[src/rtl/eo_mult_pkg.sv]
package eo_mult_pkg;

   // rows left after one level of 3:2 compression
   function automatic int rows_after(input int r);
      return 2 * (r / 3) + (r % 3);
   endfunction

   // row count at a given tree level, level 0 being the input rows
   function automatic int level_rows(input int r0, input int lvl);
      int r;
      r = r0;
      for (int i = 0; i < lvl; i++) r = rows_after(r);
      return r;
   endfunction

   // number of compression levels until two rows remain
   function automatic int num_levels(input int r0);
      int r;
      int n;
      r = r0;
      n = 0;
      while (r > 2) begin
         r = rows_after(r);
         n++;
      end
      return n;
   endfunction

   // first index of a level inside the flattened row store
   function automatic int level_base(input int r0, input int lvl);
      int acc;
      acc = 0;
      for (int i = 0; i < lvl; i++) acc += level_rows(r0, i);
      return acc;
   endfunction

   // 4-wide lookahead: carries into positions 1..4 from generate/propagate
   function automatic logic [3:0] look4(input logic [3:0] g, input logic [3:0] p,
                                        input logic cin);
      logic [3:0] c;
      c[0] = g[0] | (p[0] & cin);
      c[1] = g[1] | (p[1] & g[0]) | (p[1] & p[0] & cin);
      c[2] = g[2] | (p[2] & g[1]) | (p[2] & p[1] & g[0]) | (p[2] & p[1] & p[0] & cin);
      c[3] = g[3] | (p[3] & g[2]) | (p[3] & p[2] & g[1]) | (p[3] & p[2] & p[1] & g[0])
           | (p[3] & p[2] & p[1] & p[0] & cin);
      return c;
   endfunction

endpackage

[src/rtl/eo_parity_split.sv]
module eo_parity_split #(
   parameter int W = 32
) (
   input  logic [W-1:0] x,
   output logic [W-1:0] even_part,
   output logic [W-1:0] odd_part
);
   for (genvar i = 0; i < W; i++) begin : g_bit
      if (i % 2 == 0) begin : g_even
         assign even_part[i] = x[i];
         assign odd_part[i]  = 1'b0;
      end else begin : g_odd
         assign even_part[i] = 1'b0;
         assign odd_part[i]  = x[i];
      end
   end
endmodule

[src/rtl/eo_pp_gen.sv]
module eo_pp_gen #(
   parameter int N = 32,
   localparam int PW   = 2 * N,
   localparam int HALF = N / 2,
   localparam int ROWS = 4 * HALF
) (
   input  logic [N-1:0]  a,
   input  logic [N-1:0]  b,
   output logic [PW-1:0] rows [ROWS]
);
   logic [N-1:0] a_ev, a_od, b_ev, b_od;

   eo_parity_split #(.W(N)) u_split_a (.x(a), .even_part(a_ev), .odd_part(a_od));
   eo_parity_split #(.W(N)) u_split_b (.x(b), .even_part(b_ev), .odd_part(b_od));

   // q[1] picks the multiplicand half, q[0] the multiplier half
   for (genvar q = 0; q < 4; q++) begin : g_cross
      localparam int MPAR = q % 2;
      logic [N-1:0] mcand;
      logic [N-1:0] mplier;
      assign mcand  = (q / 2 == 1) ? a_od : a_ev;
      assign mplier = (MPAR == 1) ? b_od : b_ev;
      // rows of zero multiplier bits are pruned: only positions of parity MPAR
      for (genvar k = 0; k < HALF; k++) begin : g_row
         localparam int J = 2 * k + MPAR;
         logic [N-1:0] masked;
         assign masked = mcand & {N{mplier[J]}};
         assign rows[q * HALF + k] = {{N{1'b0}}, masked} << J;
      end
   end
endmodule

[src/rtl/eo_csa_row.sv]
module eo_csa_row #(
   parameter int W = 64
) (
   input  logic [W-1:0] x,
   input  logic [W-1:0] y,
   input  logic [W-1:0] z,
   output logic [W-1:0] s,
   output logic [W-1:0] c
);
   logic [W-1:0] maj;
   assign s   = x ^ y ^ z;
   assign maj = (x & y) | (x & z) | (y & z);
   // carry row moves one weight up; the top carry is beyond 2N and drops
   assign c   = {maj[W-2:0], 1'b0};
endmodule

[src/rtl/eo_csa_tree.sv]
module eo_csa_tree
   import eo_mult_pkg::*;
#(
   parameter int W = 64,
   parameter int R = 64,
   localparam int LVLS  = num_levels(R),
   localparam int TOTAL = level_base(R, LVLS + 1)
) (
   input  logic [W-1:0] rows_in [R],
   output logic [W-1:0] sum_row,
   output logic [W-1:0] carry_row
);
   logic [W-1:0] store [TOTAL];

   for (genvar i = 0; i < R; i++) begin : g_load
      assign store[i] = rows_in[i];
   end

   for (genvar l = 1; l <= LVLS; l++) begin : g_lvl
      localparam int PREV = level_rows(R, l - 1);
      localparam int PB   = level_base(R, l - 1);
      localparam int CB   = level_base(R, l);
      localparam int TRI  = PREV / 3;
      localparam int LEFT = PREV % 3;
      for (genvar t = 0; t < TRI; t++) begin : g_csa
         eo_csa_row #(.W(W)) u_csa (
            .x(store[PB + 3 * t]),
            .y(store[PB + 3 * t + 1]),
            .z(store[PB + 3 * t + 2]),
            .s(store[CB + 2 * t]),
            .c(store[CB + 2 * t + 1])
         );
      end
      for (genvar k = 0; k < LEFT; k++) begin : g_pass
         assign store[CB + 2 * TRI + k] = store[PB + 3 * TRI + k];
      end
   end

   assign sum_row   = store[level_base(R, LVLS)];
   assign carry_row = store[level_base(R, LVLS) + 1];
endmodule

[src/rtl/eo_cla_add.sv]
module eo_cla_add
   import eo_mult_pkg::*;
#(
   parameter int W = 64,
   localparam int NG = (W + 3) / 4,
   localparam int NB = (NG + 3) / 4,
   localparam int GP = NB * 16
) (
   input  logic [W-1:0] x,
   input  logic [W-1:0] y,
   output logic [W-1:0] sum
);
   always_comb begin
      logic [GP-1:0]   g, p, cin_bit;
      logic [NB*4-1:0] grp_g, grp_p, grp_cin;
      logic [NB-1:0]   blk_g, blk_p;
      logic [NB:0]     blk_cin;
      logic [3:0]      tmp;
      g = '0;
      p = '0;
      g[W-1:0] = x & y;
      p[W-1:0] = x ^ y;
      // first level: group generate/propagate over 4 bits
      for (int k = 0; k < NB * 4; k++) begin
         tmp      = look4(g[4*k +: 4], p[4*k +: 4], 1'b0);
         grp_g[k] = tmp[3];
         grp_p[k] = &p[4*k +: 4];
      end
      // second level: block generate/propagate over 4 groups
      for (int m = 0; m < NB; m++) begin
         tmp      = look4(grp_g[4*m +: 4], grp_p[4*m +: 4], 1'b0);
         blk_g[m] = tmp[3];
         blk_p[m] = &grp_p[4*m +: 4];
      end
      blk_cin[0] = 1'b0;
      for (int m = 0; m < NB; m++) begin
         blk_cin[m+1] = blk_g[m] | (blk_p[m] & blk_cin[m]);
      end
      // group carries from block carries, bit carries from group carries
      for (int m = 0; m < NB; m++) begin
         tmp = look4(grp_g[4*m +: 4], grp_p[4*m +: 4], blk_cin[m]);
         grp_cin[4*m +: 4] = {tmp[2:0], blk_cin[m]};
      end
      for (int k = 0; k < NB * 4; k++) begin
         tmp = look4(g[4*k +: 4], p[4*k +: 4], grp_cin[k]);
         cin_bit[4*k +: 4] = {tmp[2:0], grp_cin[k]};
      end
      sum = p[W-1:0] ^ cin_bit[W-1:0];
   end
endmodule

[src/rtl/eo_csa_mult.sv]
module eo_csa_mult #(
   parameter int N = 32,
   localparam int PW   = 2 * N,
   localparam int ROWS = 2 * N
) (
   input  logic          clk,
   input  logic          rst,
   input  logic          in_valid,
   input  logic [N-1:0]  a_in,
   input  logic [N-1:0]  b_in,
   output logic          out_valid,
   output logic [PW-1:0] product
);
   if ((N % 2) != 0 || N < 4) begin : g_bad_width
      $error("eo_csa_mult: N must be even and at least 4");
   end

   logic [PW-1:0] pp_rows [ROWS];
   logic [PW-1:0] red_sum, red_carry, full_sum;

   eo_pp_gen #(.N(N)) u_pp (
      .a(a_in), .b(b_in), .rows(pp_rows)
   );

   eo_csa_tree #(.W(PW), .R(ROWS)) u_tree (
      .rows_in(pp_rows), .sum_row(red_sum), .carry_row(red_carry)
   );

   eo_cla_add #(.W(PW)) u_cla (
      .x(red_sum), .y(red_carry), .sum(full_sum)
   );

   always_ff @(posedge clk) begin
      if (rst) begin
         out_valid <= 1'b0;
         product   <= '0;
      end else begin
         out_valid <= in_valid;
         if (in_valid) product <= full_sum;
      end
   end
endmodule

[config.mk]
export PLATFORM = sky130hd
export DESIGN_NAME = eo_csa_mult
export DESIGN_NICKNAME = d
export VERILOG_FILES = /design/src/rtl/eo_mult_pkg.sv /design/src/rtl/eo_parity_split.sv /design/src/rtl/eo_pp_gen.sv /design/src/rtl/eo_csa_row.sv /design/src/rtl/eo_csa_tree.sv /design/src/rtl/eo_cla_add.sv /design/src/rtl/eo_csa_mult.sv
export SDC_FILE = /design/constraint.sdc
export NUM_CORES = 2
export LEC_CHECK = 0
export BUFFER_PORTS_ARGS = -buffer_cell sky130_fd_sc_hd__buf_2
export CORE_ASPECT_RATIO = 1.5
export CORE_MARGIN = 2
export CORE_UTILIZATION = 54
export CTS_BUF_LIST = sky130_fd_sc_hd__clkbuf_8 sky130_fd_sc_hd__clkbuf_16
export DETAILED_ROUTE_END_ITERATION = 8
export PLACE_DENSITY = 0.78
export RECOVER_POWER = 50
export SETUP_SLACK_MARGIN = 0.4
export SLEW_MARGIN = 20
export SYNTH_ARGS = -nofsm -noshare
export SYNTH_HDL_FRONTEND = slang
export SYNTH_SLANG_ARGS = --single-unit
export TNS_END_PERCENT = 5
[constraint.sdc]
create_clock -name clk -period 15.9 [get_ports clk]
set_input_delay 3.18 -clock clk [delete_from_list [all_inputs] [get_ports clk]]
set_output_delay 3.18 -clock clk [all_outputs]
set_load 0.005 [all_outputs]
==> flow_metrics.env <==
export IMPL_stdcell_count=5397
export IMPL_synth_flop_cell="dfxtp_1"
export IMPL_dieArea_sq_mm=0.0813
export IMPL_syn_mean_instance_area_sq_um=9.66
export IMPL_drt_wl_total_um=120000
export IMPL_crit_fanout=32
export IMPL_holdBufCountCts=0
export IMPL_tns_ps=0
export IMPL_holdCritPathClass="flop to flop"
export IMPL_io_pins=132
export IMPL_synth_top_area_share=0.437
export IMPL_h_tree_depth=3
export IMPL_finalCritPeriodShare=0.777
export IMPL_drive_gt1_frac=0.0323
export IMPL_rsz0062_at_grt="no"
export IMPL_fp_row_count=126
export IMPL_ctsResizeCount=0
export IMPL_n_fill_cell=6830
export IMPL_grt_pass1_wl_um=187000
export IMPL_setup_worst_path_start_class="primary input"
export IMPL_synthesis_area_sq_mm=0.0426
export IMPL_antenna_found_initial=9
export IMPL_crit_path_end_kind="flop"
export IMPL_ys_warn_count=0
export IMPL_postCtsSetupRepairBufs=0
export IMPL_die_h_um=348
export IMPL_numCtsBuffers=9
export IMPL_dr_pass1_iters=5
export IMPL_place_congestion=0.906
export IMPL_grtUsageMet3=0.0297
export IMPL_async_reset_ff_frac=0
export IMPL_cts_root_buf="clkbuf_16"
export IMPL_synth_edf_count=0
export IMPL_met1_usage=0.306
export IMPL_hpwl_um=92500
export IMPL_grt_overflow_total=0
export IMPL_vias=30500
export IMPL_wl_per_cell_um=22.2
export IMPL_area_growth_pct=3.54
export IMPL_yosysMostFrequentCell="inv_1"
export IMPL_nets=6123
export IMPL_ys_seq_area_frac=0.0305
export IMPL_grt_max_degree=85
export IMPL_final_util=0.562
export IMPL_clkLatencyLatePin_ps=320
export IMPL_grt_use_total=0.306
export IMPL_fmax_mhz=80.9
export IMPL_synth_seq_cells=65
export IMPL_synth_area_leader_cell="fa_1"
export IMPL_ctsLongestPathBuffers=2
export IMPL_cp_required_ps=16060
export IMPL_path_class="primary input to flop"
export IMPL_coreArea_sq_mm=0.0785
export IMPL_status="finished, violations left"
export IMPL_tightest_slew_ps=1930
export IMPL_cts_tree="built"
export IMPL_final_cell_area_sq_mm=0.0441
export IMPL_synthTopCellsByArea="fa_1 44%, ha_1 22%, and2_1 12%"
export IMPL_die_w_um=233
export IMPL_critPathMaxStageDelay_ps=1350
export IMPL_cp_common_cell="fa_1"
export IMPL_vias_per_cell=5.65
export IMPL_clock_sinks=65
export IMPL_drv_slew=33
export IMPL_ys_top_cells_by_count="1051 x inv_1, 931 x fa_1, 851 x and2_1"
export IMPL_drtIter0Drc=1603
export IMPL_placed_cell_area_sq_mm=0.0439
export IMPL_ant_nets=0
export IMPL_dp_cells=5374
export IMPL_skew_ps=0
export IMPL_failed_checks="max-capacitance violations, max-slew violations"
export IMPL_cp_slowest_cell="clkbuf_1"
export IMPL_clk_pin_slew_ps=50
export IMPL_use_met2=0.550
export IMPL_setup_viol=0
export IMPL_io_buffers=131
export IMPL_syn_nets=6175
export IMPL_maxCapViolCount=1
export IMPL_worstPathArrival_ps=12520
export IMPL_min_period_ps=12360
export IMPL_drc=0
export IMPL_synthCells=4413
export IMPL_yosysUniqueCellTypes=66
export IMPL_initial_core_util=0.543
export IMPL_grt_busiest_layer="met2"
export IMPL_slew_headroom=-0.288
export IMPL_hold_viol=0
export IMPL_grt_pass1_vias=34600
==> worst max-delay path: cells and delay by family <==
family | cells | cell delay [ps]
adders and majority gates | 12 | 4830
buffers and inverters | 7 | 1720
AOI/OAI and AO/OA | 6 | 1290
and+or+nand+nor | 4 | 1220
xor gates and xnor gates | 1 | 130
muxes | 1 | 130
==> metrics by stage <==
step | hold WS [ps] | setup WS [ps]
6_report | 474 | 3540
3_3_place_gp | 446 | 3960
5_1_grt | 500 | 3140
2_1_floorplan | 449 | 4960
4_1_cts | 470 | 4170
3_5_place_dp | 458 | 3870
==> placed cells by master (no fill, tap or decap), drive strengths merged, types with 4 or more instances in the layout <==
cell type / n
nor2: 70
a21oi: 32
dfxtp: 65
o21ai: 16
xor2: 7
nand2b: 11
mux2i: 32
nor3b: 8
fa: 931
o21bai: 5
a211oi: 20
a21o: 19
inv: 1053
and3: 9
nor2b: 4
ha: 764
o21a: 5
or4: 4
buf: 116
clkbuf: 43
and2: 852
nand3: 10
nand2: 207
xnor2: 23
diode: 8
==> state kept, by name, indices dropped and copies added, names as in the netlist <==
| signal | cells |
|---|---|
| product | 64 |
| out_valid | 1 |
==> path summary, 6_finish.rpt <==
kind                     from           to  slack, ps  depth (start not counted)
setup / recovery      a_in[0]  product[45]       3540                         31
hold / removal    product[51]  product[51]        470                          2
setup reg to reg  product[62]  product[62]      14910                          2
hold reg to reg   product[51]  product[51]        470                          2
==> logic make-up (layout without fill, tap and decap cells) <==
kind of cell	count (synthesis)	in the layout	synth area share
flip-flops	65	65	0.0305
buffers and inverters	1264	1216	0.112
adder cells (fa/ha/maj)	1695	1695	0.661
multiplexers	32	32	0.00751
other	0	8	0
AO/OA/AOI/OAI	130	130	0.0216
XOR/XNOR	30	30	0.00616
AND/OR/NAND/NOR	1197	1197	0.161
==> routing by layer <==
layer,share of wire,up-vias
met3,0.046,593
li1,-,13000
met1,0.31,15700
met4,0.12,6
met5,0.00030,-
met2,0.53,1245
==> layout make-up <==
class	count	area (sq um)	area share
clock buffer	9	225	0.00510
sequential	65	1300	0.0295
inverter	1051	3950	0.0894
multi-input combinational	3084	36600	0.828
clock inverter	6	52.6	0.00119
timing repair buffer	150	758	0.0172
tap	1024	1280	0.0290
antenna	8	20.0	0.000454
Power is not shown: default switching activity piles up to over one toggle a cycle in this logic, so the estimate is an artifact.
